[src/rtl/i2c_byte_master.sv]
module i2c_byte_master #(
  parameter int PW = 16
) (
  input  logic        clk,
  input  logic        rst_n,
  input  logic [2:0]  reg_idx,
  input  logic        reg_we,
  input  logic [31:0] reg_wdata,
  output logic [31:0] reg_rdata,
  input  logic        scl_in,
  output logic        scl_oe,
  input  logic        sda_in,
  output logic        sda_oe
);

  localparam logic [2:0] IX_CFG  = 3'd0;
  localparam logic [2:0] IX_CTRL = 3'd1;
  localparam logic [2:0] IX_TX   = 3'd2;
  localparam logic [2:0] IX_RX   = 3'd3;
  localparam logic [2:0] IX_STAT = 3'd4;
  localparam logic [2:0] PH_LAST = 3'd4;
  localparam logic [3:0] ACK_SLOT = 4'd8;

  typedef enum logic [1:0] {ST_IDLE, ST_START, ST_BIT, ST_STOP} st_t;

  st_t           st;
  logic          en, srst;
  logic [PW-1:0] presc, div;
  logic          done;
  logic          c_start, c_stop, c_rd, c_wr, c_ack;
  logic [7:0]    tx, rx, sh;
  logic          arb, busy, ack_rx, smp;
  logic [2:0]    ph;
  logic [3:0]    bitn;
  logic [1:0]    scl_sy, sda_sy;
  logic          scl_p, sda_p;
  logic          scl_d, sda_d;
  logic          unused_bits;

  assign unused_bits = ^reg_wdata;

  wire run      = en & ~srst;
  wire wr_cfg   = reg_we && (reg_idx == IX_CFG);
  wire wr_ctrl  = reg_we && (reg_idx == IX_CTRL);
  wire wr_tx    = reg_we && (reg_idx == IX_TX);
  wire accept   = wr_ctrl && (|reg_wdata[7:4]) && run && (st == ST_IDLE);
  wire tick     = (st != ST_IDLE) && (div == presc);
  wire ph_end   = tick && (ph == PH_LAST);
  wire smp_pt   = tick && (ph == 3'd3);
  wire last_bit = (bitn == ACK_SLOT);

  wire arb_hit = run && smp_pt && (st == ST_BIT) && c_wr && !last_bit && sh[7] && !sda_sy[1];
  wire fin     = run && ph_end &&
                 ((st == ST_STOP) ||
                  (st == ST_BIT && last_bit && !c_stop) ||
                  (st == ST_START && !c_rd && !c_wr && !c_stop));

  wire bus_start = scl_sy[1] && scl_p && sda_p && !sda_sy[1];
  wire bus_stop  = scl_sy[1] && scl_p && !sda_p && sda_sy[1];

  always_ff @(posedge clk or negedge rst_n) begin
    if (!rst_n) begin
      en    <= 1'b0;
      srst  <= 1'b0;
      presc <= '0;
      tx    <= '0;
    end else begin
      if (wr_cfg) begin
        en   <= reg_wdata[0];
        srst <= reg_wdata[1];
        if (!en) presc <= reg_wdata[16 +: PW];
      end
      if (wr_tx) tx <= reg_wdata[7:0];
    end
  end

  always_ff @(posedge clk or negedge rst_n) begin
    if (!rst_n) begin
      st     <= ST_IDLE;
      ph     <= '0;
      bitn   <= '0;
      div    <= '0;
      sh     <= '0;
      smp    <= 1'b1;
      rx     <= '0;
      ack_rx <= 1'b0;
      arb    <= 1'b0;
      {c_start, c_stop, c_rd, c_wr, c_ack} <= '0;
    end else if (!run) begin
      st   <= ST_IDLE;
      ph   <= '0;
      bitn <= '0;
      div  <= '0;
      {c_start, c_stop, c_rd, c_wr, c_ack} <= '0;
    end else if (arb_hit) begin
      st  <= ST_IDLE;
      arb <= 1'b1;
      {c_start, c_stop, c_rd, c_wr, c_ack} <= '0;
    end else if (accept) begin
      st      <= reg_wdata[7] ? ST_START : ((reg_wdata[5] | reg_wdata[4]) ? ST_BIT : ST_STOP);
      ph      <= '0;
      bitn    <= '0;
      div     <= '0;
      sh      <= tx;
      arb     <= 1'b0;
      c_ack   <= reg_wdata[3];
      c_wr    <= reg_wdata[4];
      c_rd    <= reg_wdata[5];
      c_stop  <= reg_wdata[6];
      c_start <= reg_wdata[7];
    end else if (st != ST_IDLE) begin
      div <= tick ? '0 : div + 1'b1;
      if (smp_pt) smp <= sda_sy[1];
      if (tick) ph <= (ph == PH_LAST) ? 3'd0 : ph + 3'd1;
      if (ph_end) begin
        case (st)
          ST_START: st <= (c_rd | c_wr) ? ST_BIT : (c_stop ? ST_STOP : ST_IDLE);
          ST_BIT: begin
            if (!last_bit) begin
              bitn <= bitn + 4'd1;
              sh   <= {sh[6:0], smp};
              if (bitn == 4'd7 && !c_wr) rx <= {sh[6:0], smp};
            end else begin
              if (c_wr) ack_rx <= smp;
              st <= c_stop ? ST_STOP : ST_IDLE;
            end
          end
          default: st <= ST_IDLE;
        endcase
        if (fin) {c_start, c_stop, c_rd, c_wr, c_ack} <= '0;
      end
    end
  end

  always_ff @(posedge clk or negedge rst_n) begin
    if (!rst_n) done <= 1'b0;
    else if (fin || arb_hit) done <= 1'b1;
    else if (wr_ctrl && reg_wdata[0]) done <= 1'b0;
  end

  always_comb begin
    scl_d = scl_oe;
    sda_d = sda_oe;
    case (st)
      ST_START: begin
        scl_d = (ph == 3'd0) ? scl_oe : (ph == PH_LAST);
        sda_d = (ph >= 3'd3);
      end
      ST_BIT: begin
        scl_d = (ph < 3'd2) || (ph == PH_LAST);
        sda_d = c_wr ? (!last_bit && !sh[7]) : (last_bit && !c_ack);
      end
      ST_STOP: begin
        scl_d = (ph < 3'd2);
        sda_d = (ph < 3'd3);
      end
      default: ;
    endcase
  end

  always_ff @(posedge clk or negedge rst_n) begin
    if (!rst_n) begin
      scl_oe <= 1'b0;
      sda_oe <= 1'b0;
    end else if (!run || arb_hit) begin
      scl_oe <= 1'b0;
      sda_oe <= 1'b0;
    end else if (st != ST_IDLE) begin
      scl_oe <= scl_d;
      sda_oe <= sda_d;
    end
  end

  always_ff @(posedge clk or negedge rst_n) begin
    if (!rst_n) begin
      scl_sy <= 2'b11;
      sda_sy <= 2'b11;
      scl_p  <= 1'b1;
      sda_p  <= 1'b1;
      busy   <= 1'b0;
    end else begin
      scl_sy <= {scl_sy[0], scl_in};
      sda_sy <= {sda_sy[0], sda_in};
      scl_p  <= scl_sy[1];
      sda_p  <= sda_sy[1];
      if (bus_start) busy <= 1'b1;
      else if (bus_stop) busy <= 1'b0;
    end
  end

  always_comb begin
    case (reg_idx)
      IX_CFG:  reg_rdata = (32'(presc) << 16) | {30'd0, srst, en};
      IX_CTRL: reg_rdata = {24'd0, c_start, c_stop, c_rd, c_wr, c_ack, 2'b00, done};
      IX_TX:   reg_rdata = {24'd0, tx};
      IX_RX:   reg_rdata = {24'd0, rx};
      IX_STAT: reg_rdata = {29'd0, ack_rx, busy, arb};
      default: reg_rdata = 32'd0;
    endcase
  end

  AST_PRESC_LOCK: assert property (@(posedge clk) disable iff (!rst_n)
    $past(en) |-> $stable(presc));

  AST_DONE_AT_IDLE: assert property (@(posedge clk) disable iff (!rst_n)
    $rose(done) |-> (st == ST_IDLE));

  AST_DONE_CLEARS: assert property (@(posedge clk) disable iff (!rst_n)
    (wr_ctrl && reg_wdata[0] && !fin && !arb_hit) |=> !done);

  AST_ARB_RELEASE: assert property (@(posedge clk) disable iff (!rst_n)
    $rose(arb) |-> (st == ST_IDLE && !scl_oe && !sda_oe));

  AST_HALT_IDLE: assert property (@(posedge clk) disable iff (!rst_n)
    !run |=> (st == ST_IDLE && !scl_oe && !sda_oe));

  AST_SDA_SCL_HIGH: assert property (@(posedge clk) disable iff (!rst_n)
    (!$stable(sda_oe) && !scl_oe && !$past(scl_oe)) |->
      ($past(st) == ST_START || $past(st) == ST_STOP || $past(!run)));

endmodule

[config.mk]
export PLATFORM = sky130hd
export DESIGN_NAME = i2c_byte_master
export DESIGN_NICKNAME = d
export VERILOG_FILES = /design/src/rtl/i2c_byte_master.sv
export SDC_FILE = /design/constraint.sdc
export NUM_CORES = 1
export LEC_CHECK = 0
export ABC_AREA = 1
export CORE_ASPECT_RATIO = 1.1
export CORE_UTILIZATION = 35
export CTS_BUF_LIST = sky130_fd_sc_hd__clkbuf_8
export CTS_CLUSTER_DIAMETER = 100
export DETAILED_ROUTE_END_ITERATION = 10
export PLACE_DENSITY_LB_ADDON = 0.05
export SYNTH_ARGS = -nofsm -noshare
export SYNTH_HDL_FRONTEND = slang
export SYNTH_SLANG_ARGS = --single-unit
[constraint.sdc]
create_clock -name clk -period 2.8 [get_ports clk]
set_input_delay 0.84 -clock clk [delete_from_list [all_inputs] [get_ports clk]]
set_output_delay 0.84 -clock clk [all_outputs]
set_load 0.1 [all_outputs]
==> results of run 1 <==
[layer usage]
metal	GRT usage [%]	share of wire (%)	vias up
li1	-	-	2303
met1	23.37	41	2148
met2	37.36	54	80
met3	2.941	3.6	10
met4	7.240	1.3	0
met5	0	0	-
[area by class of cell]
type | instances | area (um^2) | area share (%)
Multi-Input combinational cell | 492 | 2576 | 38.93
Sequential cell | 85 | 2136 | 32.27
Timing Repair Buffer | 92 | 1130 | 17.07
Inverter | 87 | 354.1 | 5.351
Tap cell | 188 | 235.2 | 3.555
Clock buffer | 9 | 123.9 | 1.872
Clock inverter | 7 | 62.56 | 0.9454
[what timing repair did]
item | in CTS | in global routing
endpoints found under the hold margin | 0 | 0
cloned | 1 | 0
pin swaps | 7 | 4
buffers inserted | 1 | 2
setup endpoints to repair | 24 | 14
resized for setup | 19 | 11
[worst max-delay path, stage by stage]
cell and delay, ns:
buf_6 0.09, buf_6 0.13, inv_12 0.05, nor2_4 0.04, nand2_2 0.07, inv_4 0.05, nand2_1 0.05, o21ai_1 0.08
a221oi_2 0.22, nand2_2 0.12, buf_12 0.18
[report_power, final]
part | internal, mW | total, mW | leakage [nW] | switching [mW]
Clock | 0.343 | 0.865 | 0.0931 | 0.522
Combinational | 0.329 | 0.943 | 1.92 | 0.614
Sequential | 1.35 | 1.45 | 1.10 | 0.101
[registers in the layout, summed over array words and instances, names as in the netlist, 2 cells and up]
register  flops
st            2
sh            8
sda_sy        2
bitn          4
rx            8
ph            3
div          16
tx            8
scl_sy        2
presc        16
[kinds of logic after synthesis]
logic type / count (synthesis)
AND/OR/NAND/NOR: 386
flip-flops: 85
buffers and inverters: 106
multiplexers: 1
adder cells (fa/ha/maj): 11
XOR/XNOR: 10
other: 1
AO/OA/AOI/OAI: 76
[worst paths after layout]
kind,depth (start not counted),end
min in group asynchronous,1,presc[5]$_DFFE_PN0P_
setup reg to reg,12,sh[6]$_DFFE_PN0P_
setup / recovery,11,reg_rdata[0]
max in group asynchronous,2,smp$_DFFE_PN1P_
hold reg to reg,0,scl_sy[1]$_DFF_PN1_
hold / removal,0,scl_sy[1]$_DFF_PN1_
[metrics by stage]
stage / TNS, ns / utilization (%) / setup WS [ns] / instances / instance area, um^2
floorplan: -3.827 / - / -0.5845 / 683 / 5152
global placement: -7.892 / 45.88 / -0.4008 / 940 / 6355
detailed placement: -8.168 / 45.88 / -0.4090 / 940 / 6355
CTS: 0 / 47.51 / 0.03204 / 958 / 6580
global route: 0 / 47.78 / 0.003105 / 960 / 6618
finish: 0 / 47.78 / 0.05158 / 960 / 6618
[cell usage in the layout (no fill, tap or decap), drive strengths merged, types with 8 or more instances in the layout]
cell type      count
nand2            244
inv               92
dfrtp             78
nor2              67
buf               64
o21ai             58
nand3             44
clkdlybuf4s50     27
nor3              17
ha                11
clkbuf            10
nand4              9
conb               8
==> results.yml, run 1 <==
sta:
  max-slew-margin-rel_pct: 63.53
  drv_slew: 0
  hold_slack_ns: 0.3621
  finalHoldViolCount: 0
  skew_ns: 0.01500
  post-route-period-util_pct: 98.16
  finalCriticalPeriod_ns: 2.748
  setup-violations-final: 0
  tightest_slew_ns: 0.5471
  fmax_ghz: 0.3638
  grt_setup_unrepaired: "false"
critical_path:
  path_class: "in2out"
  crit_path_start: "reg_idx[1]"
  crit_path_end_kind: "output pin"
  crit_required_ns: 1.96
  critPathMaxFanout: 3
  ff2ff_setup_slack_ns: 0.36
  cp.arrival_ns: 1.91
  rr_startpoint: "st[0]$_DFFE_PN0P_"
  crit_path_start_kind: "input pin"
synthesis:
  synth_edf_count: 0
  synth_cell_types: 40
  netlist_top_cells_count: "nand2_1, dfrtp_1, inv_1"
  ys_seq_area_share_pct: 42.79
  synth-simple-area-share_pct: 34.39
  postSynthAreaPerCell_um2: 7.383
  yosys_warnings: 0
  synth_adder_area_share_pct: 2.758
  synth-main-ff-cell: "dfrtp_1"
  synth_top_area_share_pct: 39.11
  synth_compound_area_share_pct: 8.624
  yosys-top-cells-area: "dfrtp_1, nand2_1, inv_1"
  synth_top_family_by_area: "simple AND/OR/NAND/NOR gates"
  yosysTopAreaCell: "dfrtp_1"
  syn_area_mm2: 0.004991
  synth_xor_area_share_pct: 1.755
  post-synth-top-count-cell: "nand2_1"
  ys_ff_latch: 85
  syn_inst: 676
  async_flop_share_pct: 100.0
  synthMuxAreaShare_pct: 0.2006
power:
  pwr_density_cell_mw_per_mm2: 492.8
  p_leak_nw: 3.106
  power_mw: 3.261
  peakVddDrop_uv: 265.5
layout:
  area_growth_pct: 32.59
  num_antenna_cells: 0
  num-fill-cells: 1431
  drive_above_1_share_pct: 21.37
  layout.nets: 818
drt:
  drc: 0
  routedWlPerCell_um: 14.18
  drt_iter0_drc: 258
  avgViaCountPerCell: 4.730
  ant_nets: 0
  firstDrtPassIters: 4
  via_count: 4541
  routed_wl_um: 13610
floorplanning:
  rows: 45
  ioPinCount: 74
  die_h_um: 127.2
  start_util_pct: 36.03
  dieArea_mm2: 0.01474
  core_area_mm2: 0.01385
  die_w_um: 115.9
global_routing:
  grt_max_degree: 40
  grt_pass1_wl_um: 22720
  grt_pass1_vias: 4620
  grt_remaining_overflow: 0
  grt_use_total_pct: 20.22
  antenna_found_initial: 0
cts:
  htree_levels: 3
  numClockSinks: 85
  cts_root_buffer: "clkbuf_8"
  cts_buffers: 9
  cts_tree: "yes"
  cts.reportedPaths.clkPinSlew_ns: 0.10
  postCtsHoldBufs: 0
  insertion_delay_ns: 0.39
  clk_path_buf_depth: 2
placement:
  numPortBuffers: 57
  place_congestion: 0.8125
  hpwlAfterDp_um: 10540
hold_path:
  min_from: "scl_sy[0]$_DFF_PN1_"
  hp-class: "reg2reg"
status:
  status: "complete, no violations"
job:
  cap_violations: 0
Power figures use the tool's default switching activity.
==> run 2: changes to the inputs <==
--- a/config.mk
+++ b/config.mk
@@ -6,6 +6,7 @@
 export NUM_CORES = 1
 export LEC_CHECK = 0
 export ABC_AREA = 1
+export CAP_MARGIN = 20
 export CORE_ASPECT_RATIO = 1.1
 export CORE_UTILIZATION = 35
 export CTS_BUF_LIST = sky130_fd_sc_hd__clkbuf_8
==> constraint.sdc (replaced) <==
create_clock -name clk -period 3.1 [get_ports clk]
set_input_delay 0.93 -clock clk [delete_from_list [all_inputs] [get_ports clk]]
set_output_delay 0.93 -clock clk [all_outputs]
set_load 0.1 [all_outputs]
==> results.yml, run 2 (synthesis gave the netlist of run 1 again) <==
status:
  status: "complete, no violations"
sta:
  skew_ns: 0.01020
  tightest_slew_ns: 0.5384
  drv_slew: 0
  fmax_ghz: 0.3303
  finalCriticalPeriod_ns: 3.028
  post-route-period-util_pct: 97.67
  max-slew-margin-rel_pct: 63.83
  grt_setup_unrepaired: "false"
  setup-violations-final: 0
  finalHoldViolCount: 0
critical_path:
  slowest_stage: "dlygate4sd2_1"
  slowest_delay_ns: 0.29
  critPathBufInv: 4
  path_common_cell: "inv_1"
  r2r_end: "div[13]$_DFFE_PN0P_"
  endpoint: "reg_rdata[1]"
  crit_path_start: "reg_idx[0]"
  cp.arrival_ns: 2.10
  crit_required_ns: 2.17
  crit_path_cell_trace: "dlygate4sd2_1, inv_1, nand2_4, inv_1, a221oi_4, o21ai_4, buf_12"
  path_class: "in2out"
  critPathMaxFanout: 7
  rr_startpoint: "st[0]$_DFFE_PN0P_"
  crit_path_start_kind: "input pin"
  crit_path_end_kind: "output pin"
  reg2reg_depth: 12
  ff2ff_setup_slack_ns: 0.66
  worstSetupPathDepth: 7
  cpLargestDelayFamily: "buffers and inverters"
drt:
  drc: 0
  via_count: 4476
  routedWlPerCell_um: 14.11
  routed_wl_um: 13350
  avgViaCountPerCell: 4.732
  ant_nets: 0
  firstDrtPassIters: 4
  drt_iter0_drc: 184
floorplanning:
  ioPinCount: 74
  dieArea_mm2: 0.01474
  die_h_um: 127.2
  start_util_pct: 36.03
  core_area_mm2: 0.01385
  die_w_um: 115.9
  rows: 45
global_routing:
  grt_pass1_wl_um: 22450
  grt_pass1_vias: 4614
  grt_remaining_overflow: 0
  grt_use_total_pct: 19.90
  antenna_found_initial: 0
  grt_max_degree: 48
cts:
  numClockSinks: 85
  cts_root_buffer: "clkbuf_8"
  cts_tree: "yes"
  insertion_delay_ns: 0.38
  cts.reportedPaths.clkPinSlew_ns: 0.10
  cts_buffers: 9
  htree_levels: 3
  clk_path_buf_depth: 2
power:
  internal_power_mw: 1.797
  p_leak_nw: 3.035
  peakVddDrop_uv: 247.9
  swShare_pct: 38.08
  p_sw_mw: 1.105
  clkPwrFrac_pct: 27.3
  pwr-share-seq_pct: 45.3
  combPwrFrac_pct: 27.4
  power_mw: 2.902
  pwr_density_cell_mw_per_mm2: 449.6
placement:
  place_inst: 928
  numPortBuffers: 57
  place_congestion: 0.8912
  hpwlAfterDp_um: 10150
layout:
  reg.largest.list: "div: 16 flops, presc: 16 flops"
  layout_commonest_cell: "nand2_1"
  register_area_mm2: 0.002136
  area_growth_pct: 29.31
  fin_cells: 946
  drive_above_1_share_pct: 19.79
  num_antenna_cells: 0
  final_cell_mix: "nand2_1, dfrtp_1, inv_1, o21ai_0, nand3_1"
  num-fill-cells: 1453
  layout.nets: 804
  multi_input_area_mm2: 0.002539
hold_path:
  hp-class: "reg2reg"
  whs_path_depth: 0
job:
  cap_violations: 0
-- run 2: cell type report --
class,count,area share [%]
multi-input combinational,492,39.34
sequential,85,33.09
timing repair buffer,78,15.47
inverter,87,5.525
tap,188,3.645
clock buffer,9,1.919
clock inverter,7,1.008
-- run 2: power groups by stage --
stage	combinational, mW	clock, mW	sequential [mW]
global route	0.873	0.863	1.33
floorplan	0.543	0	1.30
detailed placement	0.778	0	1.34
finish	0.795	0.793	1.31
global placement	0.768	0	1.34
CTS	0.784	0.819	1.32
-- run 2: metal layers --
layer | up-vias | wire length (um) | track usage [%]
met5 | - | 0 | 0
met4 | 0 | 281 | 7.994
met3 | 19 | 400 | 2.657
met2 | 74 | 7138 | 35.96
met1 | 2107 | 5526 | 23.52
li1 | 2276 | - | -
-- run 2: what timing repair did --
| item | 4_1_cts | 5_1_grt |
|---|---|---|
| cloned | 0 | 0 |
| setup endpoints to repair | 24 | 24 |
| gates resized for setup | 12 | 33 |
| hold buffers | 0 | 0 |
| buffers inserted | 0 | 2 |
| pin swaps | 3 | 5 |
-- run 2: metrics by stage --
step / setup TNS [ns] / utilization (%) / area, um^2 / hold WS [ns] / setup WS, ns
2_1_floorplan: -10.51 / - / 5040 / 0.3452 / -0.5265
3_3_place_gp: -5.525 / 44.17 / 6118 / 0.3463 / -0.3163
3_5_place_dp: -6.169 / 44.17 / 6118 / 0.3468 / -0.3407
4_1_cts: -0.03707 / 45.74 / 6335 / 0.3615 / -0.01715
5_1_grt: 0 / 46.59 / 6454 / 0.3659 / 0.01487
6_report: 0 / 46.59 / 6454 / 0.3602 / 0.07228
-- run 2: worst min path at each step --
stage / start / end
CTS: scl_sy[0]$_DFF_PN1_ / scl_sy[1]$_DFF_PN1_
finish: scl_sy[0]$_DFF_PN1_ / scl_sy[1]$_DFF_PN1_
detailed placement: scl_sy[0]$_DFF_PN1_ / scl_sy[1]$_DFF_PN1_
floorplan: scl_sy[0]$_DFF_PN1_ / scl_sy[1]$_DFF_PN1_
global route: scl_sy[0]$_DFF_PN1_ / scl_sy[1]$_DFF_PN1_
global placement: scl_sy[0]$_DFF_PN1_ / scl_sy[1]$_DFF_PN1_
==> run 3: changes to the inputs <==
--- a/config.mk
+++ b/config.mk
@@ -12,6 +12,7 @@
 export CTS_BUF_LIST = sky130_fd_sc_hd__clkbuf_8
 export CTS_CLUSTER_DIAMETER = 100
 export DETAILED_ROUTE_END_ITERATION = 10
+export GPL_TIMING_DRIVEN = 0
 export PLACE_DENSITY_LB_ADDON = 0.05
 export SYNTH_ARGS = -nofsm -noshare
 export SYNTH_HDL_FRONTEND = slang
==> results.yml, run 3 (synthesis gave the netlist of run 1 again) <==
critical_path:
  crit_required_ns: 2.17
  crit_path_start_kind: "input pin"
  cp.arrival_ns: 2.12
  critPathMaxFanout: 8
  cpLargestDelayFamily: "buffers and inverters"
  path_common_cell: "nand2_1"
  slowest_stage: "buf_2"
  crit_path_end_kind: "output pin"
  path_class: "in2out"
  slowest_delay_ns: 0.20
  crit_path_cell_trace: "buf_2, inv_12, nor2_4, nand2_1, inv_2, nand2_1, o21ai_0, a221oi_2, nand2_1, buf_12"
  critPathBufInv: 4
cts:
  numClockSinks: 85
  cts_setup_buffers: 0
  postCtsHoldBufs: 0
  clk_path_buf_depth: 2
  insertion_delay_ns: 0.38
  cts_root_buffer: "clkbuf_8"
  cts.reportedPaths.clkPinSlew_ns: 0.09
  cts_buffers: 9
  htree_levels: 3
  cts_tree: "yes"
global_routing:
  antenna_found_initial: 0
  grt_pass1_wl_um: 22740
  grt_use_total_pct: 20.37
  grt_max_degree: 52
  grt_pass1_vias: 4506
  grt_remaining_overflow: 0
drt:
  drc: 0
  firstDrtPassIters: 4
  routedWlPerCell_um: 14.65
  drt_iter0_drc: 192
  avgViaCountPerCell: 4.804
  routed_wl_um: 13860
  ant_nets: 0
  via_count: 4545
power:
  clkPwrFrac_pct: 27.1
  combPwrFrac_pct: 26.4
  peakVddDrop_uv: 182.0
  p_sw_mw: 1.074
  p_leak_nw: 2.943
  swShare_pct: 37.98
  internal_power_mw: 1.753
  pwr-share-seq_pct: 46.5
  pwr_density_cell_mw_per_mm2: 466.7
sta:
  finalHoldViolCount: 0
  tightest_slew_ns: 0.9558
  post-route-period-util_pct: 98.38
  fmax_ghz: 0.3279
  grt_setup_unrepaired: "false"
  hold_slack_ns: 0.3602
  skew_ns: 0.01497
  setup-violations-final: 0
  drv_slew: 0
  max-slew-margin-rel_pct: 36.08
  finalCriticalPeriod_ns: 3.050
layout:
  final_cell_mix: "nand2_1, dfrtp_1, inv_1, nor2_1, o21ai_0"
  num_antenna_cells: 0
  design_area_mm2: 0.006058
  area_growth_pct: 21.38
  drive_above_1_share_pct: 15.57
  reg.largest.list: "div: 16 flops, presc: 16 flops"
  num-fill-cells: 1502
  layout_commonest_cell: "nand2_1"
  layout.nets: 804
floorplanning:
  start_util_pct: 36.03
  die_h_um: 127.2
  rows: 45
  ioPinCount: 74
  core_area_mm2: 0.01385
  die_w_um: 115.9
  dieArea_mm2: 0.01474
placement:
  place_area_mm2: 0.005871
  numPortBuffers: 57
  place_congestion: 0.8531
  hpwlAfterDp_um: 10440
status:
  status: "complete, no violations"
hold_path:
  hp-class: "reg2reg"
job:
  cap_violations: 0
run 3: changes by cell type in the layout (fill, tap and decap cells not counted), sizes merged:
cell           previous run  this run
nand2                   244       245
clkbuf                   11        16
clkdlybuf4s15             0         2
dlygate4sd2               2         0
clkinv                    0         1
clkdlybuf4s50            27        29
inv                      93        92
buf                      47        39
run 3: area by class of cell:
type                    instances  area [um^2]  share of cell area [%]
multi-input cells             493         2461                   40.62
well taps                     188        235.2                   3.883
flip-flops and latches         85         2136                   35.25
repair buffers                 58        553.0                   9.128
clock buffers                   9        123.9                   2.045
clock inverters                 7        57.56                  0.9500
plain buffers                  19        140.1                   2.313
inverters                      87        351.6                   5.803
run 3: worst reg2reg max path, delay by kind of cell, from the launching register on:
family | cells | cell delay [ns]
simple gates | 5 | 0.64
fa+ha+maj | 1 | 0.34
buf+inv | 5 | 0.69
flops | 1 | 0.44
compound gates | 1 | 0.09
run 3: worst paths after layout:
| check | startpoint | end | slack, ns | depth (start not counted) |
|---|---|---|---|---|
| max | reg_idx[1] | reg_rdata[0] | 0.05 | 10 |
| min | sda_sy[0]$_DFF_PN1_ | sda_sy[1]$_DFF_PN1_ | 0.36 | 0 |
| max reg2reg | st[1]$_DFFE_PN0P_ | div[9]$_DFFE_PN0P_ | 0.78 | 12 |
| min reg2reg | sda_sy[0]$_DFF_PN1_ | sda_sy[1]$_DFF_PN1_ | 0.36 | 0 |
| max in group asynchronous | rst_n | smp$_DFFE_PN1P_ | 1.91 | 2 |
| min in group asynchronous | rst_n | presc[2]$_DFFE_PN0P_ | 0.51 | 1 |
run 3: metrics by stage:
stage / cells / power, mW / util, % / worst slack [ns] / setup TNS, ns
floorplan: 683 / 1.846 / - / -0.5265 / -10.51
global placement: 928 / 2.071 / 42.20 / -2.178 / -213.37
detailed placement: 929 / 2.083 / 42.38 / -1.453 / -37.04
CTS: 946 / 2.867 / 43.57 / 0.03408 / 0
global route: 946 / 2.995 / 43.74 / 0.008716 / 0
finish: 946 / 2.827 / 43.74 / 0.05029 / 0
run 3: timing repair:
item	4_1_cts	5_1_grt
gates resized for setup	164	5
pin swaps	3	0
endpoints found under the setup margin	24	5
cloned	1	0
hold endpoints to repair	0	0
run 3: metal layers:
metal | GRT usage (%) | up-vias | routed length [um]
li1 | - | 2285 | -
met1 | 24.05 | 2136 | 5827
met2 | 36.52 | 101 | 7145
met3 | 2.799 | 23 | 559
met4 | 8.748 | 0 | 329
met5 | 0 | - | 0
run 3: power groups by stage:
stage                     Clock, mW  Sequential (mW)  Combinational [mW]
after floorplan                   0             1.30               0.543
after global placement            0             1.34               0.736
after detailed placement          0             1.34               0.748
after CTS                     0.797             1.32               0.754
after global routing          0.845             1.33               0.820
final                         0.767             1.31               0.747
